**config.mk**
```make
export PLATFORM = sky130hd
export DESIGN_NAME = csd_top
export DESIGN_NICKNAME = d
export VERILOG_FILES = /design/src/rtl/csd_pkg.sv /design/src/rtl/csd_win_match.sv /design/src/rtl/csd_prio.sv /design/src/rtl/csd_wait.sv /design/src/rtl/csd_top.sv
export SDC_FILE = /design/constraint.sdc
export NUM_CORES = 1
export LEC_CHECK = 0
export ABC_AREA = 1
export BUFFER_PORTS_ARGS = -buffer_cell sky130_fd_sc_hd__buf_4
export CORE_UTILIZATION = 41
export CTS_CLUSTER_DIAMETER = 40
export DETAILED_ROUTE_END_ITERATION = 10
export PLACE_DENSITY_LB_ADDON = 0.2
export SKIP_CTS_REPAIR_TIMING = 1
export SLEW_MARGIN = 15
export SYNTH_ARGS = -nofsm -noshare
export SYNTH_HDL_FRONTEND = slang
export SYNTH_HIERARCHICAL = 1
export SYNTH_SLANG_ARGS = --single-unit
export TNS_END_PERCENT = 10
```
**constraint.sdc**
```tcl
create_clock -name clk -period 2.9 [get_ports clk]
set_input_delay 0.58 -clock clk [delete_from_list [all_inputs] [get_ports clk]]
set_output_delay 0.58 -clock clk [all_outputs]
set_load 0.005 [all_outputs]
```
**src/rtl/csd_pkg.sv**
```systemverilog
package csd_pkg;

  typedef enum logic [1:0] {
    SPC_16M  = 2'b00,
    SPC_1M   = 2'b01,
    SPC_256K = 2'b10,
    SPC_64K  = 2'b11
  } space_e;

  // number of driven upper segment lines for a space selection
  function automatic int unsigned seg_lines(input space_e sel);
    case (sel)
      SPC_16M:  return 8;
      SPC_1M:   return 4;
      SPC_256K: return 2;
      default:  return 0;
    endcase
  endfunction

endpackage

```
**src/rtl/csd_win_match.sv**
```systemverilog
module csd_win_match #(
  parameter int ADDR_W    = 24,
  parameter int SIZE_W    = 4,
  parameter int MIN_SHIFT = 12
) (
  input  logic [ADDR_W-1:0] addr,
  input  logic [ADDR_W-1:0] base,
  input  logic [SIZE_W-1:0] size_code,
  input  logic              en,
  output logic              hit
);

  // bits at or above the window size take part in the compare
  function automatic logic [ADDR_W-1:0] cmp_mask(input logic [SIZE_W-1:0] code);
    logic [ADDR_W-1:0] m;
    int unsigned sh;
    sh = MIN_SHIFT + int'(code);
    for (int i = 0; i < ADDR_W; i++) m[i] = (i >= sh);
    return m;
  endfunction

  logic [ADDR_W-1:0] mask;
  assign mask = cmp_mask(size_code);
  assign hit  = en && (((addr ^ base) & mask) == '0);

endmodule

```
**src/rtl/csd_prio.sv**
```systemverilog
module csd_prio #(
  parameter int NUM_WIN = 4,
  parameter int IDX_W   = 3
) (
  input  logic [NUM_WIN-1:0] hits,
  output logic [IDX_W-1:0]   idx
);

  // ascending scan: a later (higher-numbered) hit overrides an earlier one
  always_comb begin
    idx = '0;
    for (int k = 1; k <= NUM_WIN; k++) begin
      if (hits[k-1]) idx = IDX_W'(k);
    end
  end

endmodule

```
**src/rtl/csd_wait.sv**
```systemverilog
module csd_wait #(
  parameter int WAIT_W = 4
) (
  input  logic              clk,
  input  logic              rst_n,
  input  logic              acc_valid,
  input  logic              rdy_en,
  input  logic              rdy_in,
  output logic              wait_req,
  output logic              acc_start,
  output logic [WAIT_W-1:0] wait_cnt
);

  localparam logic [WAIT_W-1:0] CNT_MAX = {WAIT_W{1'b1}};

  logic in_wait_q;

  function automatic logic [WAIT_W-1:0] sat_inc(input logic [WAIT_W-1:0] v);
    return (v == CNT_MAX) ? v : v + WAIT_W'(1);
  endfunction

  assign wait_req  = acc_valid && rdy_en && rdy_in;
  assign acc_start = acc_valid && !in_wait_q;

  always_ff @(posedge clk or negedge rst_n) begin
    if (!rst_n) begin
      in_wait_q <= 1'b0;
      wait_cnt  <= '0;
    end else begin
      in_wait_q <= wait_req;
      if (!acc_valid)
        wait_cnt <= '0;
      else if (acc_start)
        wait_cnt <= wait_req ? WAIT_W'(1) : '0;
      else if (wait_req)
        wait_cnt <= sat_inc(wait_cnt);
    end
  end

endmodule

```
**src/rtl/csd_top.sv**
```systemverilog
module csd_top #(
  parameter int ADDR_W    = 24,
  parameter int NUM_WIN   = 4,
  parameter int SIZE_W    = 4,
  parameter int MIN_SHIFT = 12,
  parameter int LOW_W     = 16,
  parameter int WAIT_W    = 4,
  localparam int IDX_W    = $clog2(NUM_WIN + 1),
  localparam int CS_W     = NUM_WIN + 1,
  localparam int SEG_W    = ADDR_W - LOW_W
) (
  input  logic                      clk,
  input  logic                      rst_n,
  input  logic                      acc_valid,
  input  logic [ADDR_W-1:0]         acc_addr,
  input  logic [NUM_WIN*ADDR_W-1:0] win_base,
  input  logic [NUM_WIN*SIZE_W-1:0] win_size,
  input  logic [NUM_WIN-1:0]        win_en,
  input  logic                      cs_unlatched,
  input  logic [1:0]                space_sel,
  input  logic                      rdy_en,
  input  logic                      rdy_in,
  output logic [IDX_W-1:0]          cfg_sel,
  output logic [CS_W-1:0]           cs_n,
  output logic [SEG_W-1:0]          seg_addr,
  output logic                      wait_req,
  output logic [WAIT_W-1:0]         wait_cnt
);

  import csd_pkg::*;

  function automatic logic [SEG_W-1:0] seg_mask(input logic [1:0] sel);
    logic [SEG_W-1:0] m;
    int unsigned n;
    n = seg_lines(space_e'(sel));
    for (int i = 0; i < SEG_W; i++) m[i] = (i < n);
    return m;
  endfunction

  logic [ADDR_W-1:0]  eff_addr;
  logic [NUM_WIN-1:0] win_hit;
  logic [IDX_W-1:0]   win_idx;
  logic [CS_W-1:0]    cs_act;
  logic [CS_W-1:0]    cs_comb_n;
  logic [CS_W-1:0]    cs_q;
  logic               acc_start;

  assign seg_addr = acc_addr[ADDR_W-1:LOW_W] & seg_mask(space_sel);
  assign eff_addr = {seg_addr, acc_addr[LOW_W-1:0]};

  for (genvar k = 0; k < NUM_WIN; k++) begin : g_win
    csd_win_match #(
      .ADDR_W(ADDR_W), .SIZE_W(SIZE_W), .MIN_SHIFT(MIN_SHIFT)
    ) u_match (
      .addr      (eff_addr),
      .base      (win_base[k*ADDR_W +: ADDR_W]),
      .size_code (win_size[k*SIZE_W +: SIZE_W]),
      .en        (win_en[k]),
      .hit       (win_hit[k])
    );
  end

  csd_prio #(.NUM_WIN(NUM_WIN), .IDX_W(IDX_W)) u_prio (
    .hits (win_hit),
    .idx  (win_idx)
  );

  csd_wait #(.WAIT_W(WAIT_W)) u_wait (
    .clk       (clk),
    .rst_n     (rst_n),
    .acc_valid (acc_valid),
    .rdy_en    (rdy_en),
    .rdy_in    (rdy_in),
    .wait_req  (wait_req),
    .acc_start (acc_start),
    .wait_cnt  (wait_cnt)
  );

  assign cs_act    = CS_W'(1) << win_idx;
  assign cs_comb_n = acc_valid ? ~cs_act : '1;
  assign cfg_sel   = acc_valid ? win_idx : '0;

  always_ff @(posedge clk or negedge rst_n) begin
    if (!rst_n)          cs_q <= '1;
    else if (!acc_valid) cs_q <= '1;
    else if (acc_start)  cs_q <= ~cs_act;
  end

  assign cs_n = cs_unlatched ? cs_comb_n : cs_q;

endmodule

```
## Word-level counts from Yosys, hierarchy flattened

Cells that the tools add are included.

| cells by class | value |
|---|---|
| $add $sub $neg | 5 |
| multiply operators | 0 |
| div/mod/pow operators | 0 |
| magnitude comparators | 104 |
| eq/ne operators | 6 |
| shifts and indexed selects | 1 |
| muxes and demuxes | 15 |
| bitwise gates (word level) | 10 |
| reductions and logical operators | 14 |

Operators with widths:

| kind | number |
|---|---|
| 4-bit by 32-bit greater-or-equal comparator with 1-bit output (first input constant) | 32 |
| 5-bit by 32-bit greater-or-equal comparator with 1-bit output (first input constant) | 32 |
| 3-bit by 32-bit greater-or-equal comparator with 1-bit output (first input constant) | 16 |
| 1-bit by 32-bit greater-or-equal comparator with 1-bit output (first input constant) | 8 |
| 2-bit by 32-bit greater-or-equal comparator with 1-bit output (first input constant) | 8 |
| 3-bit by 32-bit < comparator with 1-bit output (first input constant) | 4 |
| 24-bit bitwise AND | 4 |
| 24-bit zero test | 4 |
| 24-bit bitwise XOR | 4 |
| 1-bit by 32-bit < comparator with 1-bit output (first input constant) | 2 |
| 2-bit by 32-bit < comparator with 1-bit output (first input constant) | 2 |
| 4-bit by 4-bit adder with 5-bit output (first input constant) | 4 |
| 5-bit 2-to-1 mux | 4 |
| 4-bit 2-to-1 mux | 4 |
| 4-bit case mux with 3 select lines | 1 |
| 8-bit bitwise AND | 1 |
| 1-bit logical AND | 7 |
| 3-bit 2-to-1 mux | 2 |
| 5-bit inverter | 1 |
| 1-bit by 3-bit << shifter with 5-bit output (first input constant) | 1 |
| 4-bit by 1-bit adder with 4-bit output (second input constant) | 1 |
| 4-bit == test (second input constant) | 1 |
| 2-bit 2-to-1 mux | 2 |
| 3-bit by 1-bit != test with 1-bit output (second input constant) | 1 |
| 8 further kinds | 9 |

| word-level totals | value |
|---|---|
| register bits | 10 |
| bits in latches | 0 |
| RAM bits | 0 |
| memory bits (read-only) | 0 |
| output and inout port bits | 21 |
| logic and storage cells | 158 |
| memories kept | 0 |

## Depth between registers and ports, before layout

Gate-level depths: netlist of run 1.

| logic depth | value |
|---|---|
| depth in word-level cells | 16 |
| gate-level depth with buffers | 21 |
| gate-level depth less buffers | 21 |

## Hierarchy

Netlist of run 1, hierarchy kept.

By module, submodules not included:

| module | times used | cells each | area each (um^2) |
|---|---|---|---|
| csd_win_match | 4 | 180 | 858.3 |
| csd_top | 1 | 72 | 414.1 |
| csd_wait | 1 | 38 | 297.8 |
| csd_prio | 1 | 6 | 35.0 |

## Worst setup path after synthesis of run 1

Ideal clock, no wire load.

| timing | value |
|---|---|
| path kind | input -> output |
| start point | input space_sel[1] |
| end point | output cs_n[2] |
| arrival | 2,373 ps |
| required time | 2,320 ps |
| setup slack | -53 ps |
| cell stages on the path | 19 |
| cells stage by stage | or2_1 nor2_1 nand2_1 inv_1 nor2_1 nand2_1 inv_1 nor2_1 nand2_1 nor2_1 nand2_1 nor2_2 inv_1 a21oi_1 nand2_1 inv_2 nand2_1 nand2_1 nand2_1 |

RTL lines:

| what | RTL line | text |
|---|---|---|
| start, declared | csd_top.sv:20 | `input logic [1:0] space_sel,` |
| 2-bit == test (tied with other cells) | csd_pkg.sv:12 | `case (sel)` |
| 4-bit case mux with 3 select lines (*) | csd_pkg.sv:12 |  |
| 3-bit by 32-bit < comparator with 1-bit output (*) | csd_top.sv:36 | `for (int i = 0; i < SEG_W; i++) m[i] = (i < n);` |
| 8-bit bitwise AND (*) | csd_top.sv:48 | `assign seg_addr = acc_addr[ADDR_W-1:LOW_W] & seg_mask(space_sel);` |
| named net seg_addr[5] | csd_top.sv:25 | `output logic [SEG_W-1:0] seg_addr,` |
| 24-bit bitwise XOR (*) | csd_win_match.sv:24 | `assign hit = en && (((addr ^ base) & mask) == '0);` |
| 24-bit bitwise AND (*) | csd_win_match.sv:24 |  |
| 24-bit zero test (*) | csd_win_match.sv:24 |  |
| 1-bit logical AND (*) | csd_win_match.sv:24 |  |
| named net win_hit[2] | csd_top.sv:41 | `logic [NUM_WIN-1:0] win_hit;` |
| 2-bit 2-to-1 mux (*) | csd_prio.sv:13 | `if (hits[k-1]) idx = IDX_W'(k);` |
| 3-bit 2-to-1 mux (*) | csd_prio.sv:13 |  |
| named net win_idx[1] | csd_top.sv:42 | `logic [IDX_W-1:0] win_idx;` |
| 1-bit by 3-bit << shifter with 5-bit output (*) | csd_top.sv:79 | `assign cs_act = CS_W'(1) << win_idx;` |
| 5-bit inverter (*) | csd_top.sv:80 | `assign cs_comb_n = acc_valid ? ~cs_act : '1;` |
| 5-bit 2-to-1 mux (*) | csd_top.sv:80 |  |
| 5-bit 2-to-1 mux (*) | csd_top.sv:89 | `assign cs_n = cs_unlatched ? cs_comb_n : cs_q;` |
| end, declared | csd_top.sv:24 | `output logic [CS_W-1:0] cs_n,` |

Mark *: on every way through the listed nets, which the timed path passes. The rest lies on a longest branch.

## Worst setup path in the final report of run 1

| timing | value |
|---|---|
| start point | input space_sel[0] |
| end point | output cs_n[1] |

| on the way | value |
|---|---|
| word-level cells in the longest chain between the ends | 16 |

RTL lines:

| what | RTL line |
|---|---|
| 2-bit == test (tied with other cells) | csd_pkg.sv:12 |
| 4-bit case mux with 3 select lines (*) | csd_pkg.sv:12 |
| 1-bit by 32-bit < comparator with 1-bit output (tied with other cells) | csd_top.sv:36 |
| 8-bit bitwise AND (*) | csd_top.sv:48 |
| 24-bit bitwise XOR (*) | csd_win_match.sv:24 |
| 24-bit bitwise AND (*) | csd_win_match.sv:24 |
| 24-bit zero test (*) | csd_win_match.sv:24 |
| 1-bit logical AND (*) | csd_win_match.sv:24 |
| named net win_hit[0] | csd_top.sv:41 |
| 1-bit 2-to-1 mux (*) | csd_prio.sv:13 |
| 2-bit 2-to-1 mux (*) (2 in series) | csd_prio.sv:13 |
| 3-bit 2-to-1 mux (*) | csd_prio.sv:13 |
| named net win_idx[0] | csd_top.sv:42 |
| 1-bit by 3-bit << shifter with 5-bit output (*) | csd_top.sv:79 |
| 5-bit inverter (*) | csd_top.sv:80 |
| 5-bit 2-to-1 mux (*) | csd_top.sv:80 |
| 5-bit 2-to-1 mux (*) | csd_top.sv:89 |

Marks and branches as above.

==> results_dict.tcl, run 1 <==
set metrics [dict create \
    cts_root_buf "clkbuf_8" \
    grtUsageTotal 0.289 \
    crit_arrival_ns 2.60 \
    setup_viol 8 \
    grt-ovfl-total 0 \
    p_per_area_nw_per_um2 179 \
    drt_iter0_markers 222 \
    drive_above_1_share 0.288 \
    p_int_mw 0.634 \
    gp_congestion 1.01 \
    hp-class "in2async" \
    drc 0 \
    fin_crit_ns 3.18 \
    setup_tns_ns -1.65 \
    p_seq_frac 0.141 \
    clk_transition_reported_paths_ns 0.05 \
    row_count 36 \
    yosysWarnings 6 \
    grt_pass1_vias 5009 \
    num_vias 5546 \
    fp.dieH_um 103 \
    grt_pass1_wl_mm 23.6 \
    max_freq_mhz 315 \
    grt_max_degree 13 \
    die_area_um2 10600 \
    finClkSkew_ns 0.00411 \
    synth_seq_area_share 0.0614 \
    finalHoldViolCount 0 \
    core_um2 9820 \
    worstMarginPinSlew_ns 0.341 \
    crit_path_max_fanout 4 \
    power.ir.vdd_worst_uv 112 \
    viasPerCell 4.63 \
    critPathLaunchType "input port" \
    slew_viol_final 0 \
    pwr-share-clk 0.133 \
    wl_per_cell_um 12.8 \
    synth_top_area_frac 0.308 \
    power_leakage_nw 3.81 \
    syn2layout_area_growth_pct 48.8 \
    diodes 0 \
    cts_buffers 3 \
    worstPathRequired_ns 2.32 \
    violations "setup timing" \
    combPwrFrac 0.726 \
    fin_util 0.634 \
    p_sw_frac 0.432 \
    first_pass_iters 5 \
    ant_nets 0 \
    synth_cells 836 \
    ctsHtreeMaxLevel 1 \
    yosysTopAreaCell "nand2_1" \
    synth.avg_cell_area_um2 5.00 \
    synth_area_leaders "nand2_1 (31%), inv_1 (13%), xor2_1 (10%)" \
    rsz0062_at_grt "yes" \
    wl_mm 15.3 \
    outcome "finished with violations" \
    slew_headroom 0.772 \
    syn_nets 1013 \
    synth_seq_cells 10 \
    start_util 0.426 \
    synth_area_um2 4180 \
    dp_slack_ns -0.385 \
    finalWorstSetupSlack_ns -0.279 \
    dp_hpwl_mm 12.9 \
    clockBufferDepth 2 \
    die_w_um 103 \
    cts_sinks 10 \
    final_nets 1243 \
    place.port_buffers 168 \
    yosysUniqueCellTypes 27 \
    crit_type "in2out" \
    cts_tree "built" \
    cap_violations 0 \
    antenna_found_initial 0 \
    worstSetupEndpointType "primary output" \
    pin_count 169 \
    switchingPower_mw 0.482 \
    clk_latency_ns 0.23 \
    fin_crit_sh 1.10 \
]
-- power by group through the flow --
| stage | sequential, mW | clock (mW) | combinational, mW |
|---|---|---|---|
| floorplan | 0.159 | 0 | 0.377 |
| global placement | 0.159 | 0 | 0.768 |
| detailed placement | 0.159 | 0 | 0.773 |
| CTS | 0.157 | 0.154 | 0.776 |
| global route | 0.158 | 0.162 | 0.902 |
| finish | 0.157 | 0.148 | 0.811 |
-- final cells by class --
class / count / area [um2]
tap: 133 / 166
timing repair buffer: 234 / 1780
clock buffer: 4 / 45.0
fill: 1046 / 3600
inverter: 152 / 576
sequential: 10 / 256
multi-input combinational: 665 / 3400
-- logic make-up (layout without fill, tap and decap cells) --
logic type	count (synthesis)	after routing	synth area share
AOI/OAI and AO/OA	47	47	0.0623
xor gates and xnor gates	52	52	0.109
adders and majority gates	29	29	0.0868
buffers and inverters	161	390	0.157
DFF	10	10	0.0614
and+or+nand+nor	537	537	0.523
-- per-stage QoR --
stage / area, um2 / power (mW) / std cells / hold slack (ns)
3_5_place_dp: 6020 / 0.932 / 1193 / 0.416
2_1_floorplan: 4190 / 0.536 / 836 / 0.284
5_1_grt: 6220 / 1.22 / 1198 / 0.166
6_report: 6220 / 1.12 / 1198 / 0.164
4_1_cts: 6060 / 1.09 / 1197 / 0.163
3_3_place_gp: 6020 / 0.927 / 1193 / 0.417
-- path summary, 6_finish.rpt --
path	startpoint	endpoint	slack, ns	cells past startpoint
max in group asynchronous	rst_n	cs_q[1]$_DFFE_PN1P_	2.51	1
setup reg to reg	u_wait/wait_cnt[0]$_DFFE_PN0P_	u_wait/wait_cnt[2]$_DFFE_PN0P_	1.75	6
hold reg to reg	cs_q[4]$_DFFE_PN1P_	cs_q[4]$_DFFE_PN1P_	0.46	2
hold / removal	rst_n	u_wait/wait_cnt[3]$_DFFE_PN0P_	0.16	1
setup / recovery	space_sel[0]	cs_n[1]	-0.28	20
min in group clk	cs_q[4]$_DFFE_PN1P_	cs_q[4]$_DFFE_PN1P_	0.46	2
-- synthesized netlist by cell type --
cell type,n
o21ai_1,6
nand3_1,77
dfrtp_1,5
nand4_1,2
nand3_2,3
clkinv_2,2
a21boi_0,2
nand2_1,343
inv_4,1
buf_2,4
xnor2_1,4
xor2_1,48
o22ai_1,1
or2_1,1
a21oi_2,5
nor2_8,1
o21ai_0,20
inv_2,9
nand2_2,7
a21oi_1,13
dfstp_2,5
ha_1,29
clkbuf_8,4
inv_1,140
nor2_2,6
nor2_1,97
buf_4,1
-- cells in the final DEF (no fill, tap or decap), types with 2 or more instances in the layout --
cell type / instances
nor2_1: 90
nand2_1: 338
ha_2: 7
nand3_2: 3
buf_4: 227
dfrtp_1: 5
o21ai_1: 11
clkbuf_8: 3
inv_2: 14
buf_6: 7
dfstp_2: 5
nand3_1: 77
ha_1: 18
nor2_4: 3
o21ai_0: 15
ha_4: 4
nand4_1: 2
a21oi_2: 6
clkinv_2: 2
nor2_2: 10
a21oi_1: 11
xnor2_1: 4
xor2_1: 48
nand2_2: 12
inv_1: 135
-- flip-flops by register name, summed over array words and instances (netlist names) --
register / cells
cs_q: 5
u_wait/wait_cnt: 4
u_wait/in_wait_q: 1
-- critical path: stages --
cell,delay (ns)
buf_6,0.09
or2_4,0.28
nor2_4,0.17
buf_6,0.12
nand2_2,0.03
nand2_1,0.05
o21ai_1,0.06
nor2_1,0.09
nand2_1,0.06
nor2_1,0.09
nand2_1,0.07
nor2_2,0.14
nand2_2,0.08
a21oi_4,0.22
inv_2,0.06
nor2_2,0.10
nand2_1,0.07
nand2_1,0.06
nand2_1,0.06
buf_6,0.11
-- routing by layer --
| layer | global-route usage | routed length (um) | up-vias |
|---|---|---|---|
| li1 | - | - | 2960 |
| met3 | 0.0468 | 1260 | 14 |
| met5 | 0 | 0 | - |
| met1 | 0.377 | 6620 | 2376 |
| met4 | 0.0618 | 233 | 0 |
| met2 | 0.501 | 7170 | 196 |
Note: power is estimated with default switching activity, not from simulation.
==> run 2: changes to the inputs <==
Settings changed: CORE_UTILIZATION 41 to 46.
==> run 2 against run 1 <==
Against the previous run: the run still ends with setup timing left; global-route usage is 2.2 points higher; critical path depth stayed put; cell count is 2.3% lower; maximum frequency is 1.8% lower; final area is 1.0% lower; clock skew hardly changed; largest cell class unchanged; largest power group unchanged; highest routed layer unchanged.
==> results_dict.tcl, run 2 (same netlist as run 1, synthesis figures left out) <==
set metrics [dict create \
    outcome "finished with violations" \
    violations "setup timing" \
    grt_pass1_wl_mm 24.0 \
    cap_violations 0 \
    cts_tree "built" \
    die_area_um2 9470 \
    start_util 0.477 \
    num_vias 5629 \
    diodes 0 \
    cts_root_buf "clkbuf_8" \
    rsz0062_at_grt "yes" \
    top_register "cs_q" \
    layout_commonest_cell "nand2_1" \
    p_per_area_nw_per_um2 184 \
    critPathLaunchType "input port" \
    clockBufferDepth 2 \
    r2r-end "u_wait/wait_cnt[2]$_DFFE_PN0P_" \
    finalHoldViolCount 0 \
    final_nets 1240 \
    power.ir.vdd_worst_uv 99.0 \
    reg2reg_setup_slack_ns 1.74 \
    cts_sinks 10 \
    clk_latency_ns 0.23 \
    wl_mm 15.0 \
    clk_transition_reported_paths_ns 0.05 \
    total_power_mw 1.13 \
    fin_crit_ns 3.24 \
    row_count 34 \
    seqCellArea_um2 256 \
    antenna_found_initial 0 \
    grt_pass1_vias 5191 \
    slew_viol_final 0 \
    grt_max_degree 13 \
    dp_slack_ns -0.424 \
    core_um2 8760 \
    hp-class "in2async" \
    max_freq_mhz 309 \
    crit_type "in2out" \
    largest_register_ff_count 5 \
    pin_count 169 \
    crit_path_max_fanout 4 \
    ant_nets 0 \
    crit_arrival_ns 2.66 \
    worstSetupEndpointType "primary output" \
    power_leakage_nw 3.80 \
    viasPerCell 4.81 \
    place.port_buffers 168 \
    finClkSkew_ns 0.00433 \
    finalWorstSetupSlack_ns -0.336 \
    slew_headroom 0.779 \
    multi_input_area_um2 3390 \
    worstPathRequired_ns 2.32 \
    setup_viol 8 \
    drc 0 \
    drive_above_1_share 0.282 \
    grt-ovfl-total 0 \
    largest_registers "cs_q: 5 flops, u_wait/wait_cnt: 4 flops, u_wait/in_wait_q: 1 flops" \
    fillCellCount 838 \
    grtUsageTotal 0.311 \
    cts_buffers 3 \
    first_pass_iters 5 \
    r2r_start "u_wait/wait_cnt[0]$_DFFE_PN0P_" \
    drt_iter0_markers 269 \
    worstMarginPinSlew_ns 0.331 \
    gp_congestion 0.948 \
    fp.dieH_um 97.3 \
    die_w_um 97.3 \
    wl_per_cell_um 12.8 \
    dp_hpwl_mm 12.5 \
    fin_crit_sh 1.12 \
    reg2reg_depth 6 \
    ctsHtreeMaxLevel 1 \
    mostFrequentLayoutCells "nand2_1 (338), buf_4 (229), inv_1 (138), nor2_1 (92), nand3_1 (77)" \
    syn2layout_area_growth_pct 47.3 \
]
[run 2: cell types whose count changed in the layout (fill, tap and decap cells not counted), sizes merged]
| cell | before | now |
|---|---|---|
| buf | 234 | 231 |
[run 2: per-layer routing]
layer,share of wire,wire length (um),track usage,vias up
met1,0.44,6550,0.406,2388
met5,0,0,0,-
met3,0.075,1130,0.0288,31
met4,0.029,431,0.0814,0
met2,0.46,6880,0.547,248
li1,-,-,-,2962
[run 2: cell type report]
type                            instances  area share
Sequential cell                        10      0.0416
Tap cell                              108      0.0219
Timing Repair Buffer                  231       0.283
Inverter                              152      0.0935
Multi-Input combinational cell        665       0.551
Clock buffer                            4     0.00894
[run 2: per-stage QoR]
stage	instance area, um2	cells	hold slack, ns	setup TNS [ns]	utilization
after floorplan	4190	836	0.284	0	-
after global placement	5970	1166	0.417	-2.28	0.681
after detailed placement	5970	1166	0.414	-2.48	0.681
after CTS	6030	1170	0.165	-2.52	0.688
after global routing	6160	1170	0.176	-3.45	0.703
final	6160	1170	0.166	-1.91	0.703
[run 2: power breakdown]
| group | switching [mW] | leakage [nW] | internal, mW |
|---|---|---|---|
| combinational | 0.419 | 3.65 | 0.382 |
| sequential | 0.00506 | 0.121 | 0.153 |
| clock | 0.0540 | 0.0288 | 0.119 |
| total | 0.478 | 3.80 | 0.653 |
[run 2: worst max-delay path, stage by stage]
cell and delay, ns:
buf_4 0.11, or2_4 0.28, nor2_4 0.10, buf_4 0.14, nand2_1 0.05, nand2_1 0.05
o21ai_0 0.06, nor2_1 0.11, nand2_1 0.07, nor2_1 0.11, nand2_1 0.07, nor2_2 0.17
nand2_2 0.09, a21oi_4 0.21, inv_1 0.08, nor2_1 0.09, nand2_1 0.07, nand2_1 0.06
nand2_1 0.04, buf_4 0.12
[run 2: how the worst max path moves through the flow]
stage	start	depth (start not counted)	to	slack (ns)
floorplan	space_sel[1]	19	cs_n[2]	0.06
global placement	space_sel[1]	20	cs_n[2]	-0.39
detailed placement	space_sel[1]	20	cs_n[3]	-0.42
CTS	space_sel[1]	20	cs_n[3]	-0.43
global route	win_size[6]	23	cs_n[1]	-0.53
finish	space_sel[1]	20	cs_n[1]	-0.34
